$ cat src/rtl/nmi_line_pkg.sv
package nmi_line_pkg;

  typedef enum logic [1:0] {
    TRIG_LEVEL_LOW  = 2'd0,
    TRIG_FALL       = 2'd1,
    TRIG_LEVEL_HIGH = 2'd2,
    TRIG_RISE       = 2'd3
  } trig_mode_e;

  typedef struct packed {
    logic [7:0] ctrl_off;
    logic [7:0] pend_off;
    logic [7:0] en_off;
  } reg_map_t;

  // Byte offsets per layout variant; behaviour depends on them.
  function automatic reg_map_t layout_map(input int unsigned layout);
    reg_map_t m;
    case (layout)
      1:       m = '{ctrl_off: 8'h00, pend_off: 8'h04, en_off: 8'h34};
      2:       m = '{ctrl_off: 8'h00, pend_off: 8'h08, en_off: 8'h04};
      default: m = '{ctrl_off: 8'h00, pend_off: 8'h04, en_off: 8'h08};
    endcase
    return m;
  endfunction

endpackage

$ cat src/rtl/nmi_line_sync.sv
module nmi_line_sync #(
  parameter int unsigned STAGES  = 2,
  parameter logic        RST_VAL = 1'b1
) (
  input  logic clk,
  input  logic rst_n,
  input  logic d,
  output logic q
);

  logic [STAGES-1:0] chain;

  generate
    if (STAGES == 1) begin : g_single
      always_ff @(posedge clk or negedge rst_n) begin
        if (!rst_n) chain <= RST_VAL;
        else        chain <= d;
      end
    end else begin : g_multi
      always_ff @(posedge clk or negedge rst_n) begin
        if (!rst_n) chain <= {STAGES{RST_VAL}};
        else        chain <= {chain[STAGES-2:0], d};
      end
    end
  endgenerate

  assign q = chain[STAGES-1];

endmodule

$ cat src/rtl/nmi_trig_detect.sv
module nmi_trig_detect
  import nmi_line_pkg::*;
#(
  parameter logic RST_VAL = 1'b1
) (
  input  logic       clk,
  input  logic       rst_n,
  input  logic       lvl,
  input  trig_mode_e mode,
  output logic       hit
);

  logic prev_q;

  always_ff @(posedge clk or negedge rst_n) begin
    if (!rst_n) prev_q <= RST_VAL;
    else        prev_q <= lvl;
  end

  always_comb begin
    unique case (mode)
      TRIG_LEVEL_LOW:  hit = !lvl;
      TRIG_FALL:       hit = prev_q && !lvl;
      TRIG_LEVEL_HIGH: hit = lvl;
      TRIG_RISE:       hit = !prev_q && lvl;
      default:         hit = 1'b0;
    endcase
  end

  // a falling-edge hit cannot repeat on the very next cycle
  p_fall_once_r5: assert property (@(posedge clk) disable iff (!rst_n)
    (hit && mode == TRIG_FALL) |=> !(hit && mode == TRIG_FALL));

  // a rising-edge hit cannot repeat on the very next cycle
  p_rise_once_r6: assert property (@(posedge clk) disable iff (!rst_n)
    (hit && mode == TRIG_RISE) |=> !(hit && mode == TRIG_RISE));

endmodule

$ cat src/rtl/nmi_line_regs.sv
module nmi_line_regs
  import nmi_line_pkg::*;
#(
  parameter int unsigned ADDR_W = 8,
  parameter int unsigned DATA_W = 32,
  parameter int unsigned LAYOUT = 0
) (
  input  logic              clk,
  input  logic              rst_n,
  input  logic              reg_sel,
  input  logic              reg_we,
  input  logic [ADDR_W-1:0] reg_addr,
  input  logic [DATA_W-1:0] reg_wdata,
  output logic [DATA_W-1:0] reg_rdata,
  input  logic              hit,
  output trig_mode_e        mode,
  output logic              pend,
  output logic              en
);

  localparam reg_map_t          MAP    = layout_map(LAYOUT);
  localparam logic [ADDR_W-1:0] CTRL_A = ADDR_W'(MAP.ctrl_off);
  localparam logic [ADDR_W-1:0] PEND_A = ADDR_W'(MAP.pend_off);
  localparam logic [ADDR_W-1:0] EN_A   = ADDR_W'(MAP.en_off);

  logic [DATA_W-1:0] ctrl_q;
  logic              pend_q;
  logic              en_q;
  logic              wr_ok, rd_ok;
  logic              at_ctrl, at_pend, at_en;
  logic              pend_clr;

  assign wr_ok    = reg_sel && reg_we;
  assign rd_ok    = reg_sel && !reg_we;
  assign at_ctrl  = (reg_addr == CTRL_A);
  assign at_pend  = (reg_addr == PEND_A);
  assign at_en    = (reg_addr == EN_A);
  assign pend_clr = wr_ok && at_pend && reg_wdata[0];

  always_ff @(posedge clk or negedge rst_n) begin
    if (!rst_n)                 ctrl_q <= '0;
    else if (wr_ok && at_ctrl)  ctrl_q <= reg_wdata;
  end

  always_ff @(posedge clk or negedge rst_n) begin
    if (!rst_n)                 en_q <= 1'b0;
    else if (wr_ok && at_en)    en_q <= reg_wdata[0];
  end

  // Set from the detector outranks a same-cycle clear.
  always_ff @(posedge clk or negedge rst_n) begin
    if (!rst_n) pend_q <= 1'b0;
    else        pend_q <= hit || (pend_q && !pend_clr);
  end

  always_comb begin
    reg_rdata = '0;
    if (rd_ok) begin
      if (at_ctrl)      reg_rdata = ctrl_q;
      else if (at_pend) reg_rdata = {{(DATA_W-1){1'b0}}, pend_q};
      else if (at_en)   reg_rdata = {{(DATA_W-1){1'b0}}, en_q};
    end
  end

  assign mode = trig_mode_e'(ctrl_q[1:0]);
  assign pend = pend_q;
  assign en   = en_q;

  // a control write is stored whole
  p_ctrl_store_r2: assert property (@(posedge clk) disable iff (!rst_n)
    (wr_ok && at_ctrl) |=> (ctrl_q == $past(reg_wdata)));

  // a clear with no competing event empties the flag
  p_w1c_r7: assert property (@(posedge clk) disable iff (!rst_n)
    (pend_clr && !hit) |=> !pend_q);

  // without event or clear the flag keeps its value
  p_pend_hold_r7: assert property (@(posedge clk) disable iff (!rst_n)
    (!hit && !pend_clr) |=> (pend_q == $past(pend_q)));

  // an event always leaves the flag set
  p_set_wins_r8: assert property (@(posedge clk) disable iff (!rst_n)
    hit |=> pend_q);

  // unmapped reads come back zero
  p_unmapped_zero_r11: assert property (@(posedge clk) disable iff (!rst_n)
    (rd_ok && !at_ctrl && !at_pend && !at_en) |-> (reg_rdata == '0));

endmodule

$ cat src/rtl/nmi_line_ctrl.sv
module nmi_line_ctrl
  import nmi_line_pkg::*;
#(
  parameter int unsigned ADDR_W      = 8,
  parameter int unsigned DATA_W      = 32,
  parameter int unsigned LAYOUT      = 0,
  parameter int unsigned SYNC_STAGES = 2
) (
  input  logic              clk,
  input  logic              rst_n,
  input  logic              nmi_in,
  input  logic              reg_sel,
  input  logic              reg_we,
  input  logic [ADDR_W-1:0] reg_addr,
  input  logic [DATA_W-1:0] reg_wdata,
  output logic [DATA_W-1:0] reg_rdata,
  output logic              irq_out
);

  localparam logic IDLE_LVL = 1'b1;

  logic       nmi_sync;
  logic       hit;
  trig_mode_e mode;
  logic       pend;
  logic       en;
  logic       irq_q;

  nmi_line_sync #(.STAGES(SYNC_STAGES), .RST_VAL(IDLE_LVL)) u_sync (
    .clk(clk), .rst_n(rst_n), .d(nmi_in), .q(nmi_sync)
  );

  nmi_trig_detect #(.RST_VAL(IDLE_LVL)) u_detect (
    .clk(clk), .rst_n(rst_n), .lvl(nmi_sync), .mode(mode), .hit(hit)
  );

  nmi_line_regs #(.ADDR_W(ADDR_W), .DATA_W(DATA_W), .LAYOUT(LAYOUT)) u_regs (
    .clk(clk), .rst_n(rst_n),
    .reg_sel(reg_sel), .reg_we(reg_we), .reg_addr(reg_addr),
    .reg_wdata(reg_wdata), .reg_rdata(reg_rdata),
    .hit(hit), .mode(mode), .pend(pend), .en(en)
  );

  always_ff @(posedge clk or negedge rst_n) begin
    if (!rst_n) irq_q <= 1'b0;
    else        irq_q <= pend && en;
  end

  assign irq_out = irq_q;

  // request line is quiet while reset is held
  always @(posedge clk) begin
    if (!rst_n) p_reset_quiet_r1: assert (!irq_out);
  end

  // active-low level reaching the detector sets pending next edge
  p_level_low_r3: assert property (@(posedge clk) disable iff (!rst_n)
    (mode == TRIG_LEVEL_LOW && !nmi_sync) |=> pend);

  // active-high level reaching the detector sets pending next edge
  p_level_high_r4: assert property (@(posedge clk) disable iff (!rst_n)
    (mode == TRIG_LEVEL_HIGH && nmi_sync) |=> pend);

  // masked flag never raises the request
  p_masked_r9: assert property (@(posedge clk) disable iff (!rst_n)
    !en |=> !irq_out);

  // enabled pending flag raises the request one edge later
  p_raise_r9: assert property (@(posedge clk) disable iff (!rst_n)
    (pend && en) |=> irq_out);

endmodule

$ cat config.mk
export PLATFORM = sky130hd
export DESIGN_NAME = nmi_line_ctrl
export DESIGN_NICKNAME = d
export VERILOG_FILES = /design/src/rtl/nmi_line_pkg.sv /design/src/rtl/nmi_line_sync.sv /design/src/rtl/nmi_trig_detect.sv /design/src/rtl/nmi_line_regs.sv /design/src/rtl/nmi_line_ctrl.sv
export SDC_FILE = /design/constraint.sdc
export NUM_CORES = 1
export LEC_CHECK = 0
export ABC_AREA = 1
export BUFFER_PORTS_ARGS = -buffer_cell sky130_fd_sc_hd__buf_2
export CORE_UTILIZATION = 38
export DETAILED_ROUTE_END_ITERATION = 8
export PLACE_DENSITY_LB_ADDON = 0.12
export SLEW_MARGIN = 15
export SYNTH_ARGS = -nofsm -noshare
export SYNTH_HDL_FRONTEND = slang
export SYNTH_SLANG_ARGS = --single-unit
$ cat constraint.sdc
create_clock -name clk -period 1.5 [get_ports clk]
set_input_delay 0.375 -clock clk [delete_from_list [all_inputs] [get_ports clk]]
set_output_delay 0.375 -clock clk [all_outputs]
set_load 0.03 [all_outputs]
# [Yosys cells after proc, flatten, opt, wreduce, memory -nomap -nowiden]
# Cells that the tools add are included.
[totals] in_bits=45 out_inout_bits=33 register_bits=38
[op_classes] n_eq_ne=5 mux=5 n_reduce_logical=17
[ops] operator="$mux 32" count=3
[ops] operator="$logic_and 1x1->1" count=10
[ops] operator="$eq 8x3->1 const B" count=1
[ops] operator="$eq 8x4->1 const B" count=1
[ops] operator="$logic_not 8->1" count=1
[ops] operator="$eq 2x2->1 const B" count=2
[ops] operator="$logic_not 1->1" count=4
[ops] operator="$pmux 1 s4" count=1
[ops] operator="$eq 2x1->1 const B" count=1
[ops] operator="$logic_not 2->1" count=1
[ops] operator="$logic_or 1x1->1" count=1
[ops] operator="$mux 1" count=1

# [Longest topological paths before layout]
# Gate-level depths: netlist of the first run.
[logic_depth] ltp_word=6 mapped_depth=7 depth_no_buf=7

# [Modules after synthesis]
# Synthesis of the first run repeated with hierarchy kept, for this count alone.
[hier_totals] cells_unflattened=232 area_unflattened_um2=2062.0
[modules_own_cells] module="nmi_line_regs" instances=1 seq_area_each_um2=850.8 cells_each=217 area_per_inst_um2=1916.8
[modules_own_cells] module="nmi_trig_detect" instances=1 seq_area_each_um2=26.3 cells_each=10 area_per_inst_um2=60.1
[modules_own_cells] module="nmi_line_sync" instances=1 seq_area_each_um2=52.6 cells_each=2 area_per_inst_um2=52.6
[modules_own_cells] module="nmi_line_ctrl" instances=1 seq_area_each_um2=25.0 cells_each=3 area_per_inst_um2=32.5

# [Worst setup path before layout of the first run]
# OpenSTA, ideal clock, no wires.
[synth_path] path_type="input port to output port" start="input reg_addr[5]" end="output reg_rdata[4]" path_stages=5 arrival_time_ns=1.558 setup_slack_ns=-0.433 cell_sequence="nor2_1 nand2_2 nor2_8 inv_4 nor3b_1"
[synth_via] elab_chain_cells=3
[synth_lines] item="start: declaration" line="nmi_line_ctrl.sv:14" rtl="input logic [ADDR_W-1:0] reg_addr,"
[synth_lines] item="$logic_not 8->1" line="nmi_line_regs.sv:35" rtl="assign at_ctrl = (reg_addr == CTRL_A);"
[synth_lines] item="$mux 32" line="nmi_line_regs.sv:59" rtl="if (at_ctrl) reg_rdata = ctrl_q;"
[synth_lines] item="$mux 32" line="nmi_line_regs.sv:58" rtl="if (rd_ok) begin"
[synth_lines] item="end: declaration" line="nmi_line_ctrl.sv:16" rtl="output logic [DATA_W-1:0] reg_rdata,"
# No other way between the ends.

# [Worst setup path after layout of the first run]
[layout_path] start="input reg_addr[3]" end="output reg_rdata[3]"
# Same word-level chain as after synthesis.

==> impl_metrics.json, run 1 <==
{
  "final_antenna_diode_count": 0,
  "row_count": 25,
  "synth.cell_area_mm2": 0.00196,
  "worst-slew-pin-transition_ps": 456,
  "synth_enable_flop_cells": 0,
  "synthCells": 244,
  "start_util_pct": 40.3,
  "largest_net_degree_at_the_start_of_global_routing": 35,
  "clk_pin_slew_worst_paths_ps": 70,
  "ant_nets": 0,
  "ys_async_sr_fraction_pct": 100,
  "netlist_top_cells_area": "dfrtp_1 45%, nand2_1 18%, nand3_1 9.2%, nor3b_2 5.8%, nor2_1 5.2%",
  "ys_ff_latch": 38,
  "slew_viol_final": 0,
  "finalWorstPathRequiredPeriod_ps": 1760,
  "grt_pass1_vias": 1971,
  "path_cells": "buf_4, nor2_4, nand2_4, nor2_8, buf_12, buf_8, nand2_4, nor2_4, buf_6",
  "cp-start-kind": "input port",
  "vias": 1963,
  "globalRouteTotalUtil_pct": 21.1,
  "violations": "setup timing",
  "timing.slew.headroom_pct": 69.6,
  "clk_root_buffer_cell": "clkbuf_8",
  "placement.io_buffers": 77,
  "detail_route.first_pass.iterations": 4,
  "gp_routability_congestion": 0.744,
  "maxCapViolations": 0,
  "fillers": 391,
  "cts_made_buffers": 5,
  "vdd_ir_drop_max_mv": 0.371,
  "clock_insertion_delay_worst_skew_ps": 280,
  "vias_per_cell": 4.66,
  "boundaryPins": 78,
  "routed_wire_length_mm": 5.47,
  "slowest_delay_ps": 160,
  "yosys.cell_types.count": 23,
  "utilization_pct": 69.4,
  "cts_tree": "built",
  "y_dimension_of_the_die_um": 73.7,
  "x_dimension_of_the_die_um": 73.7,
  "detail_route.drc_violations": 0,
  "cp_data_arrival_time_ps": 1380,
  "post-route-worst-setup-slack_ps": -258,
  "cts_htree_levels": 2,
  "worst-path-max-fanout": 5,
  "synth_fp_nets": 289,
  "cts.path.max_buffers": 2,
  "max_clk_rate_ghz": 0.569,
  "setup.worst_path.class": "input port to output port",
  "yosysSeqAreaShare_pct": 48.8,
  "dpl.hpwl_mm": 3.50,
  "setup-violations-final": 32,
  "initial_antenna_violation_count": 0,
  "synth_largest_type_area_fraction_pct": 44.8,
  "grt_setup_unrepaired": "yes",
  "areal_power_density_over_the_cells_mw_per_mm2": 601,
  "hold_viol": 0,
  "tritoncts_num_sinks": 38,
  "total_leakage_power_nw": 1.89,
  "required_ps": 1120,
  "core_region_area_mm2": 0.00485,
  "synth.largest_area_cell": "dfrtp_1",
  "type_of_element_capturing_the_critical_path": "output port",
  "detail_route.iter0.violations": 104,
  "layout-area-overhead-vs-synth_pct": 72.0,
  "finalNetCount": 398,
  "run_status": "finished with violations",
  "die_area_mm2": 0.00544,
  "clock_skew_ps": 7.08,
  "grt.overflow.total": 0,
  "fin_total_pwr_mw": 2.02,
  "critical-path-slowest-cell": "buf_12",
  "final.period_utilization_pct": 117,
  "postCtsHoldBufs": 0,
  "detail_route.wl_per_cell_um": 13.0,
  "yosys_warnings": 0,
  "synth-main-ff-cell": "dfrtp_1",
  "average_cell_area_after_synthesis_um2": 8.01,
  "worst_hold_path_type": "input port to async pin",
  "grt_pass1_wl_mm": 8.71,
  "layout-drive-gt1-share_pct": 49.4
}
==> placed cells by master (no fill, tap or decap), types with 2 or more instances in the layout <==
master / n
buf_2: 41
buf_4: 32
nand2_2: 2
nor3b_4: 10
o21ai_0: 2
dfstp_2: 3
nand2_1: 84
inv_1: 12
nor2_1: 4
buf_12: 5
nor2_4: 23
nand3_1: 36
clkbuf_8: 6
dfrtp_1: 35
buf_6: 35
nand2_4: 9
a21oi_1: 2
==> critical path, delay by kind of cell <==
family                 cells  cell delay [ps]
buffers and inverters      4              550
and+or+nand+nor            5              450
==> timing repair <==
action / 4_1_cts / 5_1_grt
buffers inserted: 13 / 1
endpoints found under the setup margin: 32 / 34
pin swaps: 1 / 2
resized for setup: 89 / 4
gates cloned: 3 / 1
==> metrics by stage <==
step	worst slack, ps	hold WS, ps	cells	setup TNS (ps)	instance area (µm²)
final	-258	39.4	421	-7130	3360
after global placement	-316	347	396	-15150	2800
after global routing	-306	59.7	421	-8800	3360
after floorplan	-171	79.4	244	-2220	2210
after CTS	-242	52.0	420	-7170	3350
after detailed placement	-343	352	396	-16520	2800
==> cells by family (layout without fill, tap and decap cells) <==
kind of cell           Yosys count  in the layout  share of synthesized area (%)
AOI/OAI and AO/OA                5              5                           1.41
buffers and inverters           29            138                           8.32
DFF                             38             38                           48.8
and+or+nand+nor                172            173                           41.5
==> flip-flops by register name, indices dropped and copies added (netlist names) <==
| register | flops |
|---|---|
| u_regs.pend | 1 |
| u_regs.ctrl_q | 32 |
| u_detect.prev_q | 1 |
| irq_out | 1 |
| u_regs.en | 1 |
| u_sync.chain | 2 |
==> worst paths after layout <==
path                                 startpoint           endpoint  slack (ps)  depth (start not counted)
worst max-delay path                reg_addr[3]       reg_rdata[3]        -260                          9
worst min-delay path                      rst_n  u_regs.ctrl_q[25]          40                          1
worst max register to register  u_detect.prev_q        u_regs.pend         530                          4
worst min register to register  u_sync.chain[0]    u_sync.chain[1]         360                          0
max in group asynchronous                 rst_n  u_regs.ctrl_q[18]         960                          2
min in group clk                         nmi_in    u_sync.chain[0]         200                          1
==> synthesized netlist by cell type, types with 2 or more instances <==
library cell	number
nand2_1	93
nand3_1	36
dfrtp_1	35
nor2_1	27
inv_1	12
nor3b_2	9
buf_4	5
buf_6	4
clkbuf_1	3
dfstp_2	3
a21oi_1	2
buf_2	2
nor3b_1	2
o21ai_0	2
==> power breakdown <==
part           internal, mW  switching, mW
combinational         0.105          0.139
clock                 0.371          0.332
sequential             1.06         0.0184
==> area by class of cell <==
class / count / area (µm²) / area share, %
well taps: 67 / 83.8 / 2.49
flip-flops and latches: 38 / 955 / 28.4
repair buffers: 115 / 982 / 29.2
inverters: 14 / 68.8 / 2.05
repair inverters: 1 / 11.3 / 0.335
multi-input cells: 178 / 1170 / 34.8
clock inverters: 1 / 5.00 / 0.149
clock buffers: 7 / 86.3 / 2.57
==> routing by layer <==
layer	global-route usage [%]	wire, µm	vias to the layer above
li1	-	-	988
met4	6.20	76	0
met1	26.0	2350	907
met2	37.1	2790	60
met3	4.53	249	8
met5	0	0	-
(Power assumes the default switching activity.)
==> inputs of run 2 (changes only) <==
--- a/config.mk
+++ b/config.mk
@@ -5,7 +5,6 @@
 export SDC_FILE = /design/constraint.sdc
 export NUM_CORES = 1
 export LEC_CHECK = 0
-export ABC_AREA = 1
 export BUFFER_PORTS_ARGS = -buffer_cell sky130_fd_sc_hd__buf_2
 export CORE_UTILIZATION = 38
 export DETAILED_ROUTE_END_ITERATION = 8
==> impl_metrics.json, run 2 <==
{
  "critical-path-slowest-cell": "or4_4",
  "cts_tree": "built",
  "worst_hold_path_type": "input port to async pin",
  "clk_pin_slew_worst_paths_ps": 70,
  "largest-register": "u_regs.ctrl_q",
  "cp_data_arrival_time_ps": 1810,
  "timing.slew.headroom_pct": 68.5,
  "layout-drive-gt1-share_pct": 76.9,
  "core_region_area_mm2": 0.00469,
  "largest_net_degree_at_the_start_of_global_routing": 21,
  "synth.largest_area_cell": "dfrtp_1",
  "layout-area-overhead-vs-synth_pct": 60.6,
  "row_count": 25,
  "clk_root_buffer_cell": "clkbuf_8",
  "synth_enable_flop_cells": 0,
  "registers_with_the_highest_flip_flop_counts": "u_regs.ctrl_q (32), u_sync.chain (2)",
  "synth-main-ff-cell": "dfrtp_1",
  "cts.path.max_buffers": 2,
  "synthCells": 131,
  "critical_path.top_delay_family": "simple AND/OR/NAND/NOR gates",
  "tritoncts_num_sinks": 38,
  "yosysSeqAreaShare_pct": 51.7,
  "cp.buffers_inverters": 3,
  "detail_route.iter0.violations": 57,
  "layout_common_cells": "43 x buf_6, 43 x buf_2, 35 x dfrtp_1, 30 x and2_4, 30 x mux2_4",
  "type_of_element_capturing_the_critical_path": "output port",
  "grt_setup_unrepaired": "yes",
  "post-synth-top-count-cell": "dfrtp_1",
  "initial_antenna_violation_count": 0,
  "cts_htree_levels": 2,
  "synth_fp_nets": 176,
  "y_dimension_of_the_die_um": 71.7,
  "clock_skew_ps": 7.08,
  "boundaryPins": 78,
  "worst-path-max-fanout": 14,
  "totalNegativeSetupSlack_ps": -34930,
  "dpl.hpwl_mm": 2.91,
  "routed_wire_length_mm": 4.33,
  "detail_route.first_pass.iterations": 4,
  "cp-start-kind": "input port",
  "ant_nets": 0,
  "preCtsSetupSlack_ps": -738,
  "ys_top_cells_by_count": "35 x dfrtp_1, 32 x and2_1, 30 x mux2_4",
  "finalWorstPathRequiredPeriod_ps": 2190,
  "vdd_ir_drop_max_mv": 0.442,
  "final_antenna_diode_count": 0,
  "max_clk_rate_ghz": 0.457,
  "vias_per_cell": 4.88,
  "finish.instance_area_mm2": 0.00297,
  "detail_route.wl_per_cell_um": 15.0,
  "average_cell_area_after_synthesis_um2": 14.1,
  "placement.io_buffers": 77,
  "run_status": "finished with violations",
  "globalRouteTotalUtil_pct": 18.3,
  "final-seq-area_um2": 955,
  "placed_area_mm2": 0.00246,
  "hold_viol": 0,
  "ys_async_sr_fraction_pct": 100,
  "yosys_warnings": 0,
  "path_cells": "buf_6, or4_4, and4b_2, buf_8, and2_2, buf_6",
  "netlist_top_cells_area": "dfrtp_1 47%, mux2_4 24%, and2_1 11%, dfstp_2 4.3%, buf_6 1.8%",
  "areal_power_density_over_the_cells_mw_per_mm2": 636,
  "required_ps": 1120,
  "grt_pass1_vias": 1459,
  "post-route-worst-setup-slack_ps": -688,
  "worst-slew-pin-transition_ps": 472,
  "violations": "setup timing",
  "fillers": 373,
  "die_area_mm2": 0.00515,
  "maxCapViolations": 0,
  "synth.cell_area_mm2": 0.00185,
  "multi_input_comb_area_um2": 918,
  "final.period_utilization_pct": 146,
  "synth_largest_type_area_fraction_pct": 47.4,
  "slew_viol_final": 0,
  "total_leakage_power_nw": 1.63,
  "setup.worst_path.class": "input port to output port",
  "grt.overflow.total": 0,
  "finalNetCount": 279,
  "detail_route.drc_violations": 0,
  "clock_insertion_delay_worst_skew_ps": 280,
  "slowest_delay_ps": 520,
  "vias": 1405,
  "postCtsHoldBufs": 0,
  "x_dimension_of_the_die_um": 71.7,
  "gp_routability_congestion": 0.750,
  "setup-violations-final": 64,
  "grt_pass1_wl_mm": 7.04,
  "ys_ff_latch": 38,
  "yosys.cell_types.count": 23,
  "worst_path_most_repeated_cell": "buf_6",
  "cts_made_buffers": 5,
  "largest_register_ff_count": 32,
  "start_util_pct": 39.4
}
==> run 2: final timing paths <==
path	start	endpoint	slack (ps)	cells past startpoint
max	reg_addr[3]	reg_rdata[31]	-690	6
min	rst_n	u_regs.ctrl_q[26]	40	1
max reg2reg	u_detect.prev_q	u_regs.pend	540	2
min reg2reg	u_sync.chain[0]	u_sync.chain[1]	360	0
max in group asynchronous	rst_n	u_regs.ctrl_q[8]	1000	2
min in group clk	nmi_in	u_sync.chain[0]	190	1
==> run 2: cells by family (layout without fill, tap and decap cells) <==
logic type / Yosys count / count (layout) / synth area share [%]
AO/OA/AOI/OAI: 4 / 4 / 1.69
buffers and inverters: 7 / 110 / 2.84
flip-flops: 38 / 38 / 51.7
multiplexers: 33 / 33 / 26.2
AND/OR/NAND/NOR: 49 / 49 / 17.6
==> run 2: layout make-up <==
cell class,count,area share (%)
Clock buffer,5,2.32
Clock inverter,2,0.337
Inverter,1,0.126
Multi-Input combinational cell,86,30.9
Sequential cell,38,32.2
Tap cell,54,2.28
Timing Repair Buffer,102,31.8
==> run 2: worst register-to-register path, cell delays in order, from the launching register on <==
cell     delay [ps]
dfstp_2         530
a21oi_1          60
a211o_1         260
==> run 2: power by group <==
part / switching (mW) / total [mW] / internal [mW]
registers: 0.0169 / 1.07 / 1.06
clock network: 0.334 / 0.645 / 0.312
logic: 0.0647 / 0.168 / 0.103
==> run 2: timing repair <==
item / 4_1_cts / 5_1_grt
buffers inserted: 8 / 1
gates cloned: 5 / 0
gates resized for setup: 84 / 2
pin swaps: 10 / 2
setup endpoints to repair: 64 / 64
hold endpoints to repair: 0 / 0
==> run 2: per-stage QoR <==
step / cells / hold slack [ps] / power [mW] / util [%]
3_5_place_dp: 268 / 347 / 1.25 / 52.3
2_1_floorplan: 131 / 79.4 / 1.14 / -
6_report: 288 / 35.1 / 1.89 / 63.3
3_3_place_gp: 268 / 348 / 1.24 / 52.3
4_1_cts: 287 / 39.0 / 1.91 / 62.9
5_1_grt: 288 / 54.3 / 2.00 / 63.3
==> run 2: per-layer routing <==
metal	part of all wire (%)	vias up	global-route usage, %
met4	2.0	0	6.10
met2	51	49	29.6
li1	-	657	-
met1	42	688	23.3
met3	5.1	11	5.77
met5	0	-	0
==> inputs of run 3 (changes only) <==
--- a/config.mk
+++ b/config.mk
@@ -6,7 +6,7 @@
 export NUM_CORES = 1
 export LEC_CHECK = 0
 export BUFFER_PORTS_ARGS = -buffer_cell sky130_fd_sc_hd__buf_2
-export CORE_UTILIZATION = 38
+export CORE_UTILIZATION = 43
 export DETAILED_ROUTE_END_ITERATION = 8
 export PLACE_DENSITY_LB_ADDON = 0.12
 export SLEW_MARGIN = 15
==> impl_metrics.json, run 3 (synthesis gave the netlist of run 2 again) <==
{
  "run_status": "finished with violations",
  "violations": "setup timing",
  "die_area_mm2": 0.00456,
  "hold_start": "nmi_in",
  "final.period_utilization_pct": 148,
  "most_common_cell_after_layout_fill_and_taps_aside": "buf_2",
  "slew_viol_final": 0,
  "type_of_element_capturing_the_critical_path": "output port",
  "grt.overflow.total": 0,
  "layout-area-overhead-vs-synth_pct": 60.0,
  "clock_insertion_delay_worst_skew_ps": 290,
  "required_ps": 1120,
  "preCtsSetupSlack_ps": -753,
  "grt_pass1_wl_mm": 6.76,
  "gp_routability_congestion": 0.824,
  "clk_pin_slew_worst_paths_ps": 70,
  "ant_nets": 0,
  "vias_per_cell": 4.98,
  "initial_antenna_violation_count": 0,
  "cts.path.max_buffers": 2,
  "total_leakage_power_nw": 1.62,
  "netSwitchingPower_mw": 0.435,
  "grt_setup_unrepaired": "yes",
  "post-route-worst-setup-slack_ps": -724,
  "timing.rr.start": "u_regs.ctrl_q[0]",
  "worst-path-max-fanout": 7,
  "timing.slew.headroom_pct": 77.1,
  "worst_path_most_repeated_cell": "buf_6",
  "seq_power_share_pct": 54.7,
  "setup.worst_path.class": "input port to output port",
  "cts_made_buffers": 5,
  "globalRouteTotalUtil_pct": 21.2,
  "setup-violations-final": 64,
  "fin_total_pwr_mw": 1.96,
  "dpl.hpwl_mm": 3.08,
  "cts_tree": "built",
  "worst_hold_path_type": "input port to flip-flop",
  "critical_path.top_delay_family": "simple AND/OR/NAND/NOR gates",
  "critical-path-slowest-cell": "or4_4",
  "boundaryPins": 78,
  "detail_route.first_pass.iterations": 4,
  "row_count": 23,
  "hold_viol": 0,
  "start_util_pct": 45.5,
  "power_switching_share_pct": 22.1,
  "r2r_end": "u_regs.pend",
  "routed_wire_length_mm": 4.63,
  "finalWorstPathRequiredPeriod_ps": 2220,
  "max_clk_rate_ghz": 0.450,
  "whs_endpoint": "u_sync.chain[0]",
  "ff2ff_path_depth": 3,
  "power.share.combinational_pct": 8.6,
  "detail_route.iter0.violations": 22,
  "cts_htree_levels": 2,
  "cp_data_arrival_time_ps": 1850,
  "path_cells": "buf_6, or4_4, and4b_2, buf_12, buf_8, and2_4, buf_6",
  "power.internal_mw": 1.53,
  "worst_hold_slack_ps": 184,
  "cp.buffers_inverters": 4,
  "finalNetCount": 276,
  "maxCapViolations": 0,
  "vias": 1405,
  "slowest_delay_ps": 520,
  "hold-path-cell-count": 1,
  "layout_common_cells": "43 x buf_2, 35 x buf_6, 35 x dfrtp_1, 31 x and2_4, 30 x mux2_4",
  "r2r_slack_ps": 520,
  "place.detailed.instances": 264,
  "cp-start-kind": "input port",
  "clk_root_buffer_cell": "clkbuf_8",
  "x_dimension_of_the_die_um": 67.6,
  "y_dimension_of_the_die_um": 67.6,
  "detail_route.drc_violations": 0,
  "core_region_area_mm2": 0.00406,
  "placement.io_buffers": 77,
  "worst-slew-pin-transition_ps": 343,
  "detail_route.wl_per_cell_um": 16.4,
  "final_antenna_diode_count": 0,
  "vdd_ir_drop_max_mv": 0.762,
  "power.clock.fraction_pct": 36.7,
  "areal_power_density_over_the_cells_mw_per_mm2": 664,
  "layout-drive-gt1-share_pct": 75.9,
  "final_cell_count_no_fill": 282,
  "largest_net_degree_at_the_start_of_global_routing": 25,
  "registers_with_the_highest_flip_flop_counts": "u_regs.ctrl_q (32), u_sync.chain (2)",
  "tritoncts_num_sinks": 38,
  "clock_skew_ps": 5.92,
  "totalNegativeSetupSlack_ps": -29030,
  "largest_register_ff_count": 32,
  "largest-register": "u_regs.ctrl_q",
  "grt_pass1_vias": 1394
}
run 3: worst max-delay path by stage:
| stage | startpoint | end | slack, ps | cells after the start |
|---|---|---|---|---|
| global route | reg_addr[2] | reg_rdata[8] | -760 | 7 |
| CTS | reg_addr[3] | reg_rdata[6] | -720 | 7 |
| detailed placement | reg_addr[3] | reg_rdata[27] | -750 | 6 |
| global placement | reg_addr[3] | reg_rdata[11] | -730 | 6 |
| floorplan | reg_addr[3] | reg_rdata[10] | -450 | 4 |
| finish | reg_addr[2] | reg_rdata[1] | -720 | 7 |
run 3: repair_timing:
| action | in CTS | in global routing |
|---|---|---|
| buffers inserted | 3 | 2 |
| hold endpoints to repair | 11 | 0 |
| gates cloned | 4 | 1 |
| pin swaps | 14 | 16 |
| hold buffers | 1 | 0 |
| gates resized for setup | 78 | 1 |
| endpoints found under the setup margin | 64 | 64 |
run 3: worst register-to-register path: stages (launching register included):
cell and delay (ps):
dfrtp_1 400, nor2b_1 170, nor3_1 60, a211o_1 230
run 3: per-stage QoR:
step           cell area, µm²  util (%)
5_1_grt                  2960      72.9
2_1_floorplan            1930         -
3_3_place_gp             2450      60.4
3_5_place_dp             2450      60.4
4_1_cts                  2930      72.2
6_report                 2960      72.9
run 3: final cells by class:
cell class	instances	area, µm²
fill	267	1100
clock inverter	1	5.00
clock buffer	7	86.3
inverter	1	3.75
timing repair buffer	99	925
sequential	38	955
multi-input combinational	86	920
tap	50	62.6
run 3: layer usage:
| metal | vias up | wire length (µm) | global-route usage (%) |
|---|---|---|---|
| met5 | - | 0 | 0 |
| met4 | 0 | 50 | 6.12 |
| met3 | 8 | 232 | 6.25 |
| met2 | 57 | 2490 | 37.6 |
| met1 | 694 | 1860 | 24.4 |
| li1 | 646 | - | - |
run 3: power by group through the flow:
| stage | sequential (mW) | clock (mW) | combinational, mW |
|---|---|---|---|
| 2_1_floorplan | 1.09 | 0 | 0.0505 |
| 3_3_place_gp | 1.09 | 0 | 0.154 |
| 3_5_place_dp | 1.09 | 0 | 0.162 |
| 4_1_cts | 1.07 | 0.742 | 0.170 |
| 5_1_grt | 1.08 | 0.793 | 0.185 |
| 6_report | 1.07 | 0.721 | 0.169 |
